$ cat src/rtl/scl_prescaler_pkg.sv
package scl_prescaler_pkg;

  // Number of input cycles covered by one first-stage strobe.
  function automatic int unsigned pow2_span(input int unsigned expo);
    return 32'd1 << expo;
  endfunction

  // Number of high phase slots in one SCL period.
  function automatic int unsigned scl_high_slots(input logic skew,
                                                 input int unsigned even_slots,
                                                 input int unsigned skew_slots);
    return skew ? skew_slots : even_slots;
  endfunction

endpackage

$ cat src/rtl/pow2_stage.sv
module pow2_stage #(
  parameter int EXP_W = 3
) (
  input  logic             clk,
  input  logic             rst_n,
  input  logic             run,
  input  logic [EXP_W-1:0] expo,
  output logic             tick
);
  import scl_prescaler_pkg::*;

  localparam int CNT_W = (1 << EXP_W) - 1;

  logic [CNT_W-1:0] cnt;
  logic [CNT_W-1:0] limit;

  always_comb begin
    limit = CNT_W'(pow2_span(32'(expo)) - 32'd1);
  end

  assign tick = run && (cnt == limit);

  always_ff @(posedge clk or negedge rst_n) begin
    if (!rst_n)      cnt <= '0;
    else if (!run)   cnt <= '0;
    else if (tick)   cnt <= '0;
    else             cnt <= cnt + CNT_W'(1);
  end
endmodule

$ cat src/rtl/modm_stage.sv
module modm_stage #(
  parameter int DIV_W = 4
) (
  input  logic             clk,
  input  logic             rst_n,
  input  logic             run,
  input  logic             step,
  input  logic [DIV_W-1:0] div,
  output logic             tick
);
  logic [DIV_W-1:0] cnt;

  assign tick = step && (cnt == div);

  always_ff @(posedge clk or negedge rst_n) begin
    if (!rst_n)      cnt <= '0;
    else if (!run)   cnt <= '0;
    else if (step)   cnt <= tick ? '0 : cnt + DIV_W'(1);
  end
endmodule

$ cat src/rtl/scl_phase_seq.sv
module scl_phase_seq #(
  parameter int PERIOD_TICKS = 10,
  parameter int HIGH_EVEN    = 5,
  parameter int HIGH_SKEW    = 4,
  parameter bit DUTY_SEL_EN  = 1'b1
) (
  input  logic clk,
  input  logic rst_n,
  input  logic run,
  input  logic step,
  input  logic duty,
  output logic scl_high,
  output logic boundary
);
  import scl_prescaler_pkg::*;

  localparam int PH_W = $clog2(PERIOD_TICKS);

  logic [PH_W-1:0] ph;
  logic [PH_W-1:0] high_slots;

  generate
    if (DUTY_SEL_EN) begin : g_duty_sel
      always_comb high_slots = PH_W'(scl_high_slots(duty, HIGH_EVEN, HIGH_SKEW));
    end else begin : g_duty_fixed
      logic unused_duty;
      assign unused_duty = duty;
      always_comb high_slots = PH_W'(HIGH_EVEN);
    end
  endgenerate

  assign boundary = step && (ph == PH_W'(PERIOD_TICKS - 1));
  assign scl_high = !run || (ph < high_slots);

  always_ff @(posedge clk or negedge rst_n) begin
    if (!rst_n)      ph <= '0;
    else if (!run)   ph <= '0;
    else if (step)   ph <= boundary ? '0 : ph + PH_W'(1);
  end
endmodule

$ cat src/rtl/scl_prescaler.sv
module scl_prescaler #(
  parameter int EXP_W        = 3,
  parameter int DIV_W        = 4,
  parameter int PERIOD_TICKS = 10,
  parameter int HIGH_EVEN    = 5,
  parameter int HIGH_SKEW    = 4
) (
  input  logic             clk,
  input  logic             rst_n,
  input  logic             enable,
  input  logic [EXP_W-1:0] cfg_exp,
  input  logic [DIV_W-1:0] cfg_div,
  input  logic             cfg_duty,
  output logic             sample_tick,
  output logic             phase_tick,
  output logic             scl_high
);
  localparam int CFG_W = EXP_W + DIV_W + 1;

  // Active settings: {duty, div, exp}
  logic [CFG_W-1:0] act_cfg;
  logic [EXP_W-1:0] act_exp;
  logic [DIV_W-1:0] act_div;
  logic             act_duty;
  logic             period_boundary;

  assign act_exp  = act_cfg[EXP_W-1:0];
  assign act_div  = act_cfg[EXP_W +: DIV_W];
  assign act_duty = act_cfg[CFG_W-1];

  always_ff @(posedge clk or negedge rst_n) begin
    if (!rst_n)
      act_cfg <= '0;
    else if (!enable || period_boundary)
      act_cfg <= {cfg_duty, cfg_div, cfg_exp};
  end

  pow2_stage #(.EXP_W(EXP_W)) u_pow2 (
    .clk   (clk),
    .rst_n (rst_n),
    .run   (enable),
    .expo  (act_exp),
    .tick  (sample_tick)
  );

  modm_stage #(.DIV_W(DIV_W)) u_modm (
    .clk   (clk),
    .rst_n (rst_n),
    .run   (enable),
    .step  (sample_tick),
    .div   (act_div),
    .tick  (phase_tick)
  );

  scl_phase_seq #(
    .PERIOD_TICKS (PERIOD_TICKS),
    .HIGH_EVEN    (HIGH_EVEN),
    .HIGH_SKEW    (HIGH_SKEW),
    .DUTY_SEL_EN  (1'b1)
  ) u_phase (
    .clk      (clk),
    .rst_n    (rst_n),
    .run      (enable),
    .step     (phase_tick),
    .duty     (act_duty),
    .scl_high (scl_high),
    .boundary (period_boundary)
  );
endmodule

$ cat config.mk
export PLATFORM = sky130hd
export DESIGN_NAME = scl_prescaler
export DESIGN_NICKNAME = d
export VERILOG_FILES = /design/src/rtl/scl_prescaler_pkg.sv /design/src/rtl/pow2_stage.sv /design/src/rtl/modm_stage.sv /design/src/rtl/scl_phase_seq.sv /design/src/rtl/scl_prescaler.sv
export SDC_FILE = /design/constraint.sdc
export NUM_CORES = 1
export LEC_CHECK = 0
export CORE_ASPECT_RATIO = 0.8
export CORE_UTILIZATION = 25
export CTS_CLUSTER_SIZE = 28
export DETAILED_ROUTE_END_ITERATION = 16
export PLACE_DENSITY = 0.45
export SYNTH_ARGS = -nofsm -noshare
export SYNTH_HDL_FRONTEND = slang
export SYNTH_SLANG_ARGS = --single-unit
export TNS_END_PERCENT = 100
$ cat constraint.sdc
create_clock -name clk -period 3.3 [get_ports clk]
set_input_delay 0.66 -clock clk [delete_from_list [all_inputs] [get_ports clk]]
set_output_delay 0.66 -clock clk [all_outputs]
set_load 0.005 [all_outputs]
==> implementation parameters <==
Parameter                              Value

Timing
  Setup violations, final    0
  Share of the clock period used by the worst path    0.9243
  Post-Route Skew    0.005827 ns
  Fin Setup TNS    0 ns
  Worst slew margin    0.6574
  Highest Clock Rate    0.3279 GHz
  Worst setup slack after layout    0.2500 ns
  Unrepaired setup endpoints after global routing    no
  Transition time of the tightest slew-check pin    0.5139 ns
  Hold violation total from the final report    0
  Crit path time final    3.050 ns
  Number of max-slew violations in the final report    0

Power and ir drop
  Power density cells    371.0 mW/mm^2
  Pint    0.4235 mW
  Leakage    0.6334 nW
  Fraction of power consumed by the clock network    0.309
  Worst voltage drop across the vdd grid    175.7 uV
  Sw frac    0.2564
  Logic pwr share    0.136
  Power spent charging and discharging nets    0.1460 mW
  Portion of total power attributed to sequential cells    0.554
  Tot Pwr    0.5695 mW

Synth
  Unique cell type count in the Yosys netlist    38
  Area fraction of the dominant cell type after synthesis    0.4505
  Summed instance area of the synthesized netlist    0.001277 sq mm
  Cell count after synthesis    122
  Post-synth net total    137
  Most used flip-flop cell after synthesis    dfrtp_1
  Leading post-synthesis cells by instance count    23 x dfrtp_1, 11 x nor2_1, 9 x nand3_1
  Main area contributors after synthesis    dfrtp_1 45%, mux2_2 7.1%, xor2_1 5.5%, ha_1 3.9%, nand3_1 3.5%
  Number of synthesized flops with an enable pin    0
  Mean post-synth cell area    10.47 sq um
  Leading area contributor after synthesis    dfrtp_1
  Yosys synthesis warning count    0
  Sequential fraction of the synthesis area    0.4505
  Synthesis-stage register bit count    23
  Most common cell in the synthesized netlist    dfrtp_1
  Ys async rst share    1.000

Final layout
  Synthesis-to-layout area growth    20.18%
  Share of the core filled with cells in the final layout    0.3243
  Post-route design area    0.001535 sq mm
  Share of cells above drive strength 1    0.1367
  Net total in the final layout    155
  Final antenna diode count    0

Floorplan
  Floorplan row count    22
  Core outline area    0.004735 sq mm
  Num ports    14
  Die H    65.94 um
  Die Outline Area    0.005401 sq mm
  Die width    81.92 um
  Starting density of the core    0.2698

Clocking
  Root buf cell    clkbuf_8
  Max Root-Sink Buffers    2
  Total of cells resized after clock tree synthesis    0
  Setup repair bufs after CTS    0
  Clock tree from TritonCTS    built
  Cts bufs inserted    3
  Worst-skew pair later-pin latency    0.26 ns
  Maximum level of the CTS H-tree    1
  Sink count of the clock tree    23
  Cts hold-fix bufs    0
  Post-CTS clock slew at the launch and capture registers of the worst setup and hold paths    0.08 ns

Worst setup path
  Maximum fanout along the worst path    9
  Type of the worst setup path    flop to output port
  Buffer and inverter count on the worst path    1
  Worst path arrival time    2.39 ns
  Kind of end point of the critical path    output port
  Critical Path Start Type    flop
  Required time of the worst setup path    2.64 ns
  Largest stage delay, worst path    0.53 ns
  Slowest-stage cell, CP    clkdlybuf4s50_1
  Chain of cells forming the critical path    nor2_1 -> or4b_1 -> a32oi_2 -> nand2_2 -> nor3_1 -> clkdlybuf4s50_1
  Largest delay contributor family on the critical path    simple AND/OR/NAND/NOR gates

Drt
  First-pass DRT Iterations    4
  Post-route DRC    0
  WL/cell    13.31 um
  Count of nets left with antenna violations after detail routing    0
  Initial drt markers    35
  Final wirelength    2649 um
  Total number of vias    945
  Vias per cell    4.749

Global route
  Number of antenna violations at the first check in global routing    0
  Via count of the first global-routing pass    937
  GRT Overall Usage    0.1121
  Global route total overflow    0
  Maximum number of pins on one net before global-route repair    24
  Wire length of the first global-routing pass    4609 um

Placed design
  DP Wirelength    1894 um
  Port Buffer Count    13
  Post-place setup slack    0.5575 ns
  Placement-stage cell area    0.001490 sq mm
  Gp weighted congestion    0.8636

Outcome
  Run status    complete, no violations

Min path
  Class of the most critical hold timing path    flop to flop

Job
  Max Cap Violations    0
## kinds of logic after synthesis
family	synth area share
AND/OR/NAND/NOR	0.2047
flip-flops	0.4505
multiplexers	0.08619
XOR/XNOR	0.06856
AO/OA/AOI/OAI	0.1244
buffers and inverters	0.02644
adder cells (fa/ha/maj)	0.03918
## metal layers
layer	GRT usage	share of wire	vias up
li1	-	-	479
met1	0.1688	0.53	446
met2	0.1550	0.42	18
met3	0.03448	0.045	2
met4	0.01974	0.0045	0
met5	0	0	-
## cells in the final DEF (no fill, tap or decap), drive strengths merged, types with 3 or more instances in the layout
cell	Yosys	final
xor2	8	8
and3	3	3
dfrtp	23	23
clkbuf	2	4
clkdlybuf4s50	0	13
nor2	11	11
o21ai	4	4
nand3	9	9
nor3	3	3
ha	4	4
mux2	8	8
nand2	9	9
buf	2	4
inv	3	3
nand3b	5	5
## per-stage QoR
step           hold slack [ns]  cells
2_1_floorplan           0.3644    122
3_3_place_gp            0.5042    195
3_5_place_dp            0.5048    195
4_1_cts                 0.5258    199
5_1_grt                 0.5486    199
6_report                0.5192    199
## registers in the layout (all words and copies together), names as in the netlist
register    cells
act_cfg         8
u_pow2.cnt      7
u_modm.cnt      4
u_phase.ph      4
## power groups by stage
stage          combinational (mW)  sequential, mW  clock, mW
4_1_cts                    0.0793           0.315      0.189
2_1_floorplan              0.0551           0.312          0
3_5_place_dp               0.0788           0.321          0
6_report                   0.0777           0.316      0.176
5_1_grt                    0.0876           0.318      0.196
3_3_place_gp               0.0768           0.320          0
## final cells by class
class / count / area [sq um]
fill: 497 / 3199
multi-input combinational: 92 / 668.1
sequential: 23 / 575.6
timing repair buffer: 17 / 160.2
tap: 60 / 75.07
clock buffer: 4 / 45.04
inverter: 3 / 11.26
## path summary, 6_finish.rpt
path                       cells after the start  slack, ns       start       endpoint
setup / recovery                               6       0.25  act_cfg[1]     phase_tick
setup reg to reg                               7       0.66  act_cfg[1]     act_cfg[2]
max in group asynchronous                      2       2.31       rst_n  u_pow2.cnt[1]
min in group asynchronous                      2       0.75       rst_n  u_modm.cnt[1]
hold reg to reg                                1       0.52  act_cfg[7]     act_cfg[7]
hold / removal                                 1       0.52  act_cfg[7]     act_cfg[7]
(Power assumes the default switching activity.)
